`src/rtl/wsum_pkg.sv`:
```
package wsum_pkg;

  typedef struct packed {
    logic gen;
    logic prop;
  } gp_t;

  // prefix combine: hi is the more significant span
  function automatic gp_t gp_merge(input gp_t hi, input gp_t lo);
    gp_t r;
    r.gen  = hi.gen | (hi.prop & lo.gen);
    r.prop = hi.prop & lo.prop;
    return r;
  endfunction

endpackage

```
`src/rtl/wsum_word_slice.sv`:
```
module wsum_word_slice #(
  parameter int WW = 17
) (
  input  logic [WW-1:0] a_w,
  input  logic [WW-1:0] b_w,
  output logic [WW-1:0] s_w,
  output logic          g_w,
  output logic          p_w
);
  logic [WW:0] full;

  assign full = {1'b0, a_w} + {1'b0, b_w};
  assign s_w  = full[WW-1:0];
  assign g_w  = full[WW];
  assign p_w  = &full[WW-1:0];
endmodule

```
`src/rtl/wsum_prefix_net.sv`:
```
module wsum_prefix_net
  import wsum_pkg::*;
#(
  parameter int NW = 8
) (
  input  logic [NW-1:0] g_in,
  input  logic [NW-1:0] p_in,
  output logic [NW:0]   cin_vec
);
  localparam int LV = (NW > 1) ? $clog2(NW) : 1;

  gp_t lvl [LV+1][NW];

  for (genvar i = 0; i < NW; i++) begin : g_seed
    assign lvl[0][i] = '{gen: g_in[i], prop: p_in[i]};
  end

  for (genvar l = 0; l < LV; l++) begin : g_level
    localparam int DIST = 1 << l;
    for (genvar i = 0; i < NW; i++) begin : g_node
      if (i >= DIST) begin : g_op
        assign lvl[l+1][i] = gp_merge(lvl[l][i], lvl[l][i-DIST]);
      end else begin : g_pass
        assign lvl[l+1][i] = lvl[l][i];
      end
    end
  end

  assign cin_vec[0] = 1'b0;
  for (genvar i = 0; i < NW; i++) begin : g_out
    assign cin_vec[i+1] = lvl[LV][i].gen;
  end
endmodule

```
`src/rtl/wsum_word_final.sv`:
```
module wsum_word_final #(
  parameter int WW = 17
) (
  input  logic [WW-1:0] s_w,
  input  logic          c_w,
  output logic [WW-1:0] r_w
);
  assign r_w = s_w + WW'(c_w);
endmodule

```
`src/rtl/wsum_top.sv`:
```
module wsum_top #(
  parameter int WW      = 17,
  parameter int NW      = 8,
  parameter bit OUT_REG = 1'b1
) (
  input  logic               clk,
  input  logic               rst,
  input  logic [NW*WW-1:0]   a_in,
  input  logic [NW*WW-1:0]   b_in,
  output logic [NW*WW-1:0]   sum_out,
  output logic               cout_out,
  output logic [NW*WW-1:0]   psum_out,
  output logic [NW*WW:0]     pcarry_out
);
  localparam int TW = NW * WW;

  logic [TW-1:0] s_vec;
  logic [TW-1:0] r_vec;
  logic [NW-1:0] g_vec;
  logic [NW-1:0] p_vec;
  logic [NW:0]   cin;
  logic [TW:0]   c_sparse;

  for (genvar k = 0; k < NW; k++) begin : g_word
    wsum_word_slice #(.WW(WW)) u_slice (
      .a_w (a_in[k*WW +: WW]),
      .b_w (b_in[k*WW +: WW]),
      .s_w (s_vec[k*WW +: WW]),
      .g_w (g_vec[k]),
      .p_w (p_vec[k])
    );
    wsum_word_final #(.WW(WW)) u_final (
      .s_w (s_vec[k*WW +: WW]),
      .c_w (cin[k]),
      .r_w (r_vec[k*WW +: WW])
    );
  end

  wsum_prefix_net #(.NW(NW)) u_prefix (
    .g_in    (g_vec),
    .p_in    (p_vec),
    .cin_vec (cin)
  );

  always_comb begin
    c_sparse = '0;
    for (int k = 0; k < NW; k++) c_sparse[(k+1)*WW] = g_vec[k];
  end

  if (OUT_REG) begin : g_reg
    always_ff @(posedge clk) begin
      if (rst) begin
        sum_out    <= '0;
        cout_out   <= 1'b0;
        psum_out   <= '0;
        pcarry_out <= '0;
      end else begin
        sum_out    <= r_vec;
        cout_out   <= cin[NW];
        psum_out   <= s_vec;
        pcarry_out <= c_sparse;
      end
    end

    // registered result matches the operands of the previous edge
    a_r6_one_cycle: assert property (@(posedge clk) disable iff (rst)
      !$past(rst) |-> ({cout_out, sum_out} == ({1'b0, $past(a_in)} + {1'b0, $past(b_in)})));
    // reset clears outputs
    a_r7_reset_clear: assert property (@(posedge clk)
      rst |=> (sum_out == '0 && !cout_out && psum_out == '0 && pcarry_out == '0));
  end else begin : g_comb
    assign sum_out    = r_vec;
    assign cout_out   = cin[NW];
    assign psum_out   = s_vec;
    assign pcarry_out = c_sparse;
  end

  // a word never both generates and propagates
  a_r2_gp_exclusive: assert property (@(posedge clk) disable iff (rst)
    $countones(g_vec & p_vec) == 0);
  // redundant form sums to the true total
  a_r3_redundant_sum: assert property (@(posedge clk) disable iff (rst)
    ({1'b0, s_vec} + c_sparse) == ({1'b0, a_in} + {1'b0, b_in}));
  // prefix tree agrees with the word ripple recurrence
  a_r4_cin0_zero: assert property (@(posedge clk) disable iff (rst) cin[0] == 1'b0);
  for (genvar k = 0; k < NW; k++) begin : g_chk
    a_r4_ripple_match: assert property (@(posedge clk) disable iff (rst)
      cin[k+1] == (g_vec[k] | (p_vec[k] & cin[k])));
  end
  // resolved sum is exact
  a_r5_exact_sum: assert property (@(posedge clk) disable iff (rst)
    {cin[NW], r_vec} == ({1'b0, a_in} + {1'b0, b_in}));
endmodule

```
`config.mk`:
```
export PLATFORM = sky130hd
export DESIGN_NAME = wsum_top
export DESIGN_NICKNAME = d
export VERILOG_FILES = /design/src/rtl/wsum_pkg.sv /design/src/rtl/wsum_word_slice.sv /design/src/rtl/wsum_prefix_net.sv /design/src/rtl/wsum_word_final.sv /design/src/rtl/wsum_top.sv
export SDC_FILE = /design/constraint.sdc
export NUM_CORES = 1
export LEC_CHECK = 0
export BUFFER_PORTS_ARGS = -buffer_cell sky130_fd_sc_hd__buf_2
export CAP_MARGIN = 20
export CELL_PAD_IN_SITES_DETAIL_PLACEMENT = 1
export CELL_PAD_IN_SITES_GLOBAL_PLACEMENT = 2
export CORE_AREA = 4 4 266 268
export CTS_BUF_LIST = sky130_fd_sc_hd__clkbuf_4 sky130_fd_sc_hd__clkbuf_8 sky130_fd_sc_hd__clkbuf_16
export DETAILED_ROUTE_END_ITERATION = 12
export DIE_AREA = 0 0 270 272
export PLACE_DENSITY = 0.78
export SLEW_MARGIN = 30
export SYNTH_ARGS = -nofsm -noshare
export SYNTH_HDL_FRONTEND = slang
export SYNTH_SLANG_ARGS = --single-unit
```
`constraint.sdc`:
```
create_clock -name clk -period 5.05 [get_ports clk]
set_clock_uncertainty 0.1 [all_clocks]
set_input_delay 0.2525 -clock clk [delete_from_list [all_inputs] [get_ports clk]]
set_output_delay 0.2525 -clock clk [all_outputs]
set_load 0.005 [all_outputs]
```
# --- Word level (Yosys, flattened, before mapping) ---
# Index checks and enable logic that the tools add are counted.
word_totals:
  ramBits: 0
  regBits: 410
  rom_bits: 0
  elab_cells: 71
  n_memories: 0
  latch_bits: 0
classes:
  mux: 0
  bitwise_logic: 44
  n_reduce_logical: 7
  add_sub_neg: 15
  n_lt_le_gt_ge: 0
  mul: 0
  shifts: 0
  eq_ne: 0
  div_mod_pow: 0
op_table:
  columns: ["cell", "count"]
  rows:
  - ["$add 17x17->18", 8]
  - ["$add 17x1->17", 7]
  - ["$reduce_and 17->1", 7]
  - ["$and 1x1->1", 27]
  - ["$or 1x1->1", 17]

# --- Depth between registers and ports, before layout ---
# Gate-level depths: netlist of the first run.
depth:
  ltp_word: 8
  mapped_depth: 20
  mapped_depth_nobuf: 19

# --- Hierarchy ---
# Synthesis of the first run repeated with hierarchy kept, for this count alone.
unflattened:
  cells_unflattened: 1989
  area_unflattened_um2: 18541.5
modules_own_cells:
  columns: ["module", "seq_area_each_um2", "cells_each", "instances", "area_each_um2"]
  rows:
  - ["wsum_top", 5625.4, 723, 1, 8573.2]
  - ["wsum_word_slice at g_word[1].u_slice ...", 0.0, 108, 6, 819.5]
  - ["wsum_word_final", 0.0, 45, 8, 390.4]
  - ["wsum_word_slice at g_word[0].u_slice", 0.0, 131, 1, 982.2]
  - ["wsum_word_slice at g_word[7].u_slice", 0.0, 112, 1, 832.0]
  - ["wsum_prefix_net", 0.0, 15, 1, 113.9]

# --- Worst setup path after synthesis of the first run ---
# OpenSTA, ideal clock, no wires.
synth_path:
  path_kind: "input to register"
  from: "in a_in[34]"
  to: "reg sum_out[101]"
  path_stages: 19
  slack_ns: 0.639
  arrival_ns: 4.184
  path_buffers: 0
  cell_sequence: "ha_1 -> fa_1 -> a211oi_2 -> o21bai_1 -> o21a_4 -> xnor2_2 -> o31a_1 -> a211o_1 -> o41ai_2 -> o21ai_1 -> o21a_1 -> o21ai_0 -> ha_1 -> ha_1 -> nand3_1 -> nor4_1 -> nand2_1 -> xnor2_1 -> nor2_1"
synth_between:
  elab_chain_cells: 8
synth_lines:
  columns: ["item", "line", "source"]
  rows:
  - ["start, declared", "wsum_top.sv:8", "input logic [NW*WW-1:0] a_in,"]
  - ["$add 17x17->18 (*)", "wsum_word_slice.sv:12", "assign full = {1'b0, a_w} + {1'b0, b_w};"]
  - ["$reduce_and 17->1", "wsum_word_slice.sv:15", "assign p_w = &full[WW-1:0];"]
  - ["$and 1x1->1", "wsum_pkg.sv:11", "r.gen = hi.gen | (hi.prop & lo.gen);"]
  - ["$or 1x1->1", "wsum_pkg.sv:11", null]
  - ["$and 1x1->1", "wsum_pkg.sv:11", null]
  - ["$or 1x1->1", "wsum_pkg.sv:11", null]
  - ["$or 1x1->1 (*)", "wsum_pkg.sv:11", null]
  - ["$add 17x1->17 (*)", "wsum_word_final.sv:8", "assign r_w = s_w + WW'(c_w);"]
  - ["end signal, assigned", "wsum_top.sv:58", "sum_out <= r_vec;"]
  - ["end, declared", "wsum_top.sv:10", "output logic [NW*WW-1:0] sum_out,"]
# Mark *: on every way between the ends. The rest lies on a longest branch, timed or not.
# A chain may end at the register's enable or synchronous reset.

# --- Worst setup path in the final report of the first run ---
# Ends and elaborated chain as after synthesis.

==> metrics.txt, run 1 <==
status=finished clean; unrepaired setup endpoints after global routing=false; most frequent cell after synthesis=nor2_1; placed cell count=between 3,000 and 4,000; drt first pass iters=4; share of the synthesized area in the top cell type=around 33%; area leader, netlist=dfxtp_1; critical path's top delay family=compound AO/OA/AOI/OAI gates; Final Cycle Share=91.5%; synth warn=0; clock tree buffer depth=3; Detailed Place HPWL=between 50,000 and 60,000 µm; vias in the first global route=16,890; Worst Tran Pin Value=781 ps; Total Power=7410 µW; Num CTS Buffers=35; largest net degree at the start of global routing=135; Die Wd=roughly 270 µm; leakage=0.0103 µW; Min Hold Slack=46.5 ps; cell mode on critical path=ha_1; CP Max Fanout=4; Die ar.=0.0734 mm²; critical path's largest stage delay=450 ps; syn_area_per_cell=8.60 µm²; Slew Limit Fails=0; switch share=33.0%; number of clock sinks=264; hold depth=4; sw power=2450 µW; Comb power frac=31.5%; synth unique cells=90; Max Freq=216 MHz; Area Growth Syn to Fin=30.9%; Remaining Overflow, GRT=0; Starting DRT DRC Count=521; Worst Path Required=5350 ps; DP Worst Slack=-244 ps; Tightest Hold Check Type=primary input to flip-flop; initial antenna violation count=5; Initial Util=roughly a quarter; Worst Setup Start Kind=primary input; sequential power share=33.5%; Worst IR Drop VDD=0.000167 V; synthesized instance count=1,891; Yosys reg bits=between 200 and 300; TritonCTS clock tree=yes; Buf/Inv on CP=3; post-route ant nets=0; clock power share=35.0%; Main synth FF type=dfxtp_1; critical path endpoint category=flip-flop; CORE AREA=about 0.068 mm²; crit path DAT=4920 ps; Die Height=272 µm; Final Setup Violations=0; CP Class=primary input to flip-flop; via count=15,565; Layout Nets=a little under 3,000; sequential fraction of the synthesis area=approximately a third; clk root buf=clkbuf_16; Design Area, Final=0.0213 mm²; cell row count=between 90 and 100; GP Congestion=roughly 0.9; port bufs=554; share of cells above drive strength 1=29.2%; # DRC=0; GRT Total Usage=17.1%; Post-Layout Cell Count=3,419; worst path cell trace=buf_2, ha_1, fa_1, a211oi_2, o21bai_1, o21a_4, xnor2_2, o31a_1, a211o_1, o41ai_2, o21ai_2, buf_4, o21a_1, o21ai_0, ha_1, ha_1, nand3_1, nor4_1, buf_4, nand2_1, xnor2_1, nor2_1; Int Pwr=4960 µW; Synth area leaders=dfxtp_1 33%, ha_1 12%, buf_4 6.8%, nor2_1 6.3%, xnor2_1 5.7%; fin crit period=4620 ps; Slowest-stage cell, CP=o41ai_2; Async S/R FF share, synth=0%; top cells by instance count after synthesis=271 x nor2_1, 264 x dfxtp_1, 151 x ha_1, 147 x buf_4, 109 x nand2_1; WP depth=22; drt total wl=~66,000 µm; wire per inst=roughly 19 µm; Slew headroom=47.8%; vias per cell=4.55; Worst-path clk slew=roughly 60 ps; Final WS setup=429 ps; final count of hold timing violations=0; H-tree depth=2; Max Cap Viol=0; IO Count=between 600 and 700; Pwr Density=348 mW/mm²; global-route wire length before repair=99,000 µm; synthesized area=0.0163 mm²; Post-DP Area=roughly 0.02 mm²; number of enable flip-flop cells after synthesis=0
[area by class of cell]
class / instances / area, µm²
Antenna cell: 3 / 7.51
Clock buffer: 50 / 1040
Clock inverter: 11 / 158
Fill cell: 8319 / 47100
Inverter: 34 / 128
Multi-Input combinational cell: 1531 / 10100
Sequential cell: 264 / 5290
Tap cell: 882 / 1100
Timing Repair Buffer: 644 / 3480
[power groups by stage]
stage | Sequential, µW | Clock, µW | Combinational, µW
final | 2480 | 2590 | 2330
after global routing | 2510 | 2770 | 2570
after CTS | 2490 | 2690 | 2360
after detailed placement | 2530 | 0 | 2340
after global placement | 2530 | 0 | 2290
after floorplan | 2530 | 0 | 1330
[per-stage QoR]
step                      utilization, %  setup TNS, ps
after detailed placement            29.3          -2080
after CTS                           31.1              0
final                               31.1              0
after floorplan                        -              0
after global placement              29.3           -878
after global routing                31.1              0
[logic make-up after synthesis]
group           Yosys count  synth area share, %
simple gates            687                 20.4
compound gates          352                 14.8
flops                   264                 32.5
buf+inv                 224                 8.62
xor+xnor                201                 10.9
fa+ha+maj               159                 12.6
mux                       3                0.215
other cells               1               0.0231
[layout by cell type, fill, tap and decap left out, types with 16 or more instances in the layout]
cell | netlist | layout
nor3_1 | 55 | 55
and3_1 | 21 | 21
clkbuf_16 | 0 | 36
conb_1 | 1 | 129
nor2_1 | 271 | 271
dfxtp_1 | 264 | 264
ha_1 | 151 | 151
inv_1 | 34 | 34
a211oi_1 | 18 | 18
buf_2 | 6 | 553
a21o_1 | 34 | 34
nor2b_1 | 76 | 76
xnor2_1 | 106 | 104
nand2_1 | 109 | 109
a21oi_1 | 94 | 94
buf_4 | 147 | 86
xor2_1 | 94 | 94
o21ai_0 | 61 | 61
o211ai_1 | 17 | 17
nand3_1 | 52 | 52
nand2b_1 | 16 | 16
[routing by layer]
layer | track usage [%] | part of all wire [%] | up-vias
met5 | 0 | 0 | -
met4 | 5.17 | 3.0 | 0
met3 | 3.42 | 5.1 | 93
met2 | 31.9 | 51 | 468
met1 | 19.5 | 41 | 7476
li1 | - | - | 7528
[flip-flops by register name (all words and copies together), names as in the netlist]
name	flops
psum_out	119
sum_out	136
cout_out	1
pcarry_out	8
[final timing paths]
check	start	endpoint
worst max-delay path	a_in[34]	sum_out[101]
worst min-delay path	b_in[8]	sum_out[8]
[timing repair]
action / 4_1_cts / 5_1_grt
endpoints found under the hold margin: 2 / 0
endpoints found under the setup margin: 0 / 5
buffers inserted: 0 / 0
resized for setup: 0 / 2
hold buffers: 3 / 0
Note: power is estimated with default switching activity, not from simulation.
==> inputs of run 2 (changes only) <==
Settings changed: CELL_PAD_IN_SITES_DETAIL_PLACEMENT 1 to 0, CELL_PAD_IN_SITES_GLOBAL_PLACEMENT 2 to 1, CORE_AREA 4 4 266 268 to 4 4 263 265, DIE_AREA 0 0 270 272 to 0 0 267 269, PLACE_DENSITY 0.78 to 0.66.
==> metrics.txt, run 2 (same netlist as run 1, synthesis figures left out) <==
status=finished clean; Final Setup Violations=0 (unchanged); crit path from=b_in[68]; number of clock sinks=264 (unchanged); largest reg by FF count=sum_out; commonest non-fill, non-tap cell in the layout=buf_2; Buf/Inv on CP=2 (-1); switch share=32.6% (-0.39 points); critical path's largest stage delay=650 ps (+200 ps); WP depth=18 (-18%); port bufs=554 (unchanged); largest net degree at the start of global routing=136 (+0.74%); post-route ant nets=0 (unchanged); Worst Path Required=5360 ps (about the same); share of cells above drive strength 1=29.2% (about the same); Worst Tran Pin Value=1000 ps (+224 ps); Worst Setup Start Kind=primary input; vias in the first global route=15,428 (-8.7%); Layout Nets=2,939 (-0.14%); Die Wd=267 µm (-1.1%); sequential power share=33.4% (about the same); cell row count=95 (-1.0%); sw power=2430 µW (-0.46%); CORE AREA=0.0668 mm² (-2.3%); GP Congestion=0.882 (-1.7%); clk root buf=clkbuf_16; Largest regs=sum_out: 136 flops, psum_out: 119 flops, pcarry_out: 8 flops; Initial Util=24.3% (+0.55 points); drt total wl=62,500 µm (-5.8%); crit path DAT=4980 ps (+60 ps); Tightest Hold Check Type=primary input to flip-flop; clock power share=35.8% (+0.8 points); leakage=0.0102 µW (-0.16%); H-tree depth=2 (unchanged); Max Cap Viol=0 (unchanged); Max Freq=214 MHz (-1.1%); Num CTS Buffers=35 (unchanged); wl on met1=25,400 µm (-5.6%); Layout Utilization=31.9% (+0.74 points); global-route wire length before repair=90,300 µm (-8.8%); crit path to=sum_out[111]; unrepaired setup endpoints after global routing=false; Min Hold Slack=40.8 ps (-5.78 ps); Worst-path clk slew=60 ps (about the same); Worst IR Drop VDD=0.000188 V (+12%); TritonCTS clock tree=yes; Area Growth Syn to Fin=31.0% (about the same); Slew Limit Fails=0 (unchanged); Remaining Overflow, GRT=0 (unchanged); initial antenna violation count=5 (unchanged); Final Cycle Share=92.6% (+1.1 points); DR top layer=met4; wire per inst=18.3 µm (-5.6%); GRT Total Usage=16.1% (-0.93 points); vias per cell=4.52 (-0.69%); final count of hold timing violations=0 (unchanged); Comb power frac=30.9% (-0.6 points); Int Pwr=5030 µW (+1.3%); drt first pass iters=5 (+1); clock tree buffer depth=3 (unchanged); fin crit period=4670 ps (+53.7 ps); Slew headroom=32.5% (-15 points); Pwr Density=350 mW/mm² (+0.63%); via count=15,412 (-0.98%); met3 wire len=3910 µm (+15%); Die Height=269 µm (-1.1%); Die ar.=0.0718 mm² (-2.2%); metal2 WL=31,700 µm (-7.0%); Detailed Place HPWL=52,700 µm (-5.9%); # DRC=0 (unchanged); CP Class=primary input to flip-flop; worst path cell trace=dlygate4sd3_1, buf_2, ha_1, a211oi_1, nor4_1, or4_1, a31o_2, a21oi_1, xnor2_1, and4_1, nand4_1, a31o_2, nor2_1, ha_1, nand3_1, or4b_2, xnor2_1, nor2_1; IO Count=684 (unchanged); critical path endpoint category=flip-flop; CP Max Fanout=4 (unchanged); Starting DRT DRC Count=813 (+56%); commonest non-fill, non-tap cells in the layout=553 x buf_2, 270 x nor2_1, 264 x dfxtp_1, 151 x ha_1, 129 x conb_1; max reg flops=136 (unchanged); Slowest-stage cell, CP=or4b_2; critical path's top delay family=simple AND/OR/NAND/NOR gates
-- run 2: cell types whose count changed in the layout (fill, tap and decap cells not counted), sizes merged --
cell,change
buf,-4
bufinv,+2
clkbuf,-4
diode,+1
clkinvlp,+1
inv,+3
-- run 2: timing repair --
item	CTS	global route
resized for setup	0	5
buffers inserted	0	0
hold buffers	3	0
endpoints found under the setup margin	0	15
hold endpoints to repair	2	0
-- run 2: area by class of cell --
| type | instances | area (µm²) |
|---|---|---|
| fillers | 7129 | 45500 |
| diodes | 4 | 10.0 |
| well taps | 873 | 1090 |
| clock inverters | 17 | 251 |
| flip-flops and latches | 264 | 5290 |
| inverters | 34 | 128 |
| repair buffers | 640 | 3470 |
| clock buffers | 46 | 988 |
| multi-input cells | 1531 | 10100 |
-- run 2: routing by layer --
layer | track usage (%) | vias up
met1 | 19.0 | 7248
li1 | - | 7540
met4 | 4.43 | 0
met3 | 3.28 | 74
met2 | 29.8 | 550
met5 | 0 | -
-- run 2: worst min path at each step --
| stage | cells past startpoint | slack, ps | startpoint | endpoint |
|---|---|---|---|---|
| after detailed placement | 1 | 530 | sum_out[71] | sum_out[71] |
| after floorplan | 1 | 240 | rst | psum_out[119] |
| after CTS | 4 | 3 | b_in[1] | sum_out[1] |
| after global routing | 4 | 40 | b_in[1] | sum_out[1] |
| after global placement | 1 | 530 | psum_out[113] | psum_out[113] |
| final | 4 | 40 | b_in[1] | sum_out[1] |
-- run 2: power by group through the flow --
| stage | registers, µW | logic, µW | clock network, µW |
|---|---|---|---|
| global route | 2510 | 2540 | 2840 |
| global placement | 2540 | 2290 | 0 |
| CTS | 2490 | 2320 | 2770 |
| floorplan | 2530 | 1330 | 0 |
| finish | 2490 | 2300 | 2670 |
| detailed placement | 2540 | 2300 | 0 |
-- run 2: through the flow --
step	worst slack, ps	instance area [µm²]	power (µW)	TNS, ps	instances
floorplan	639	16700	3870	0	2019
global placement	-197	20000	4830	-2000	3338
detailed placement	-242	20000	4840	-3700	3338
CTS	197	21200	7580	0	3404
global route	16.2	21300	7890	0	3406
finish	375	21300	7460	0	3409
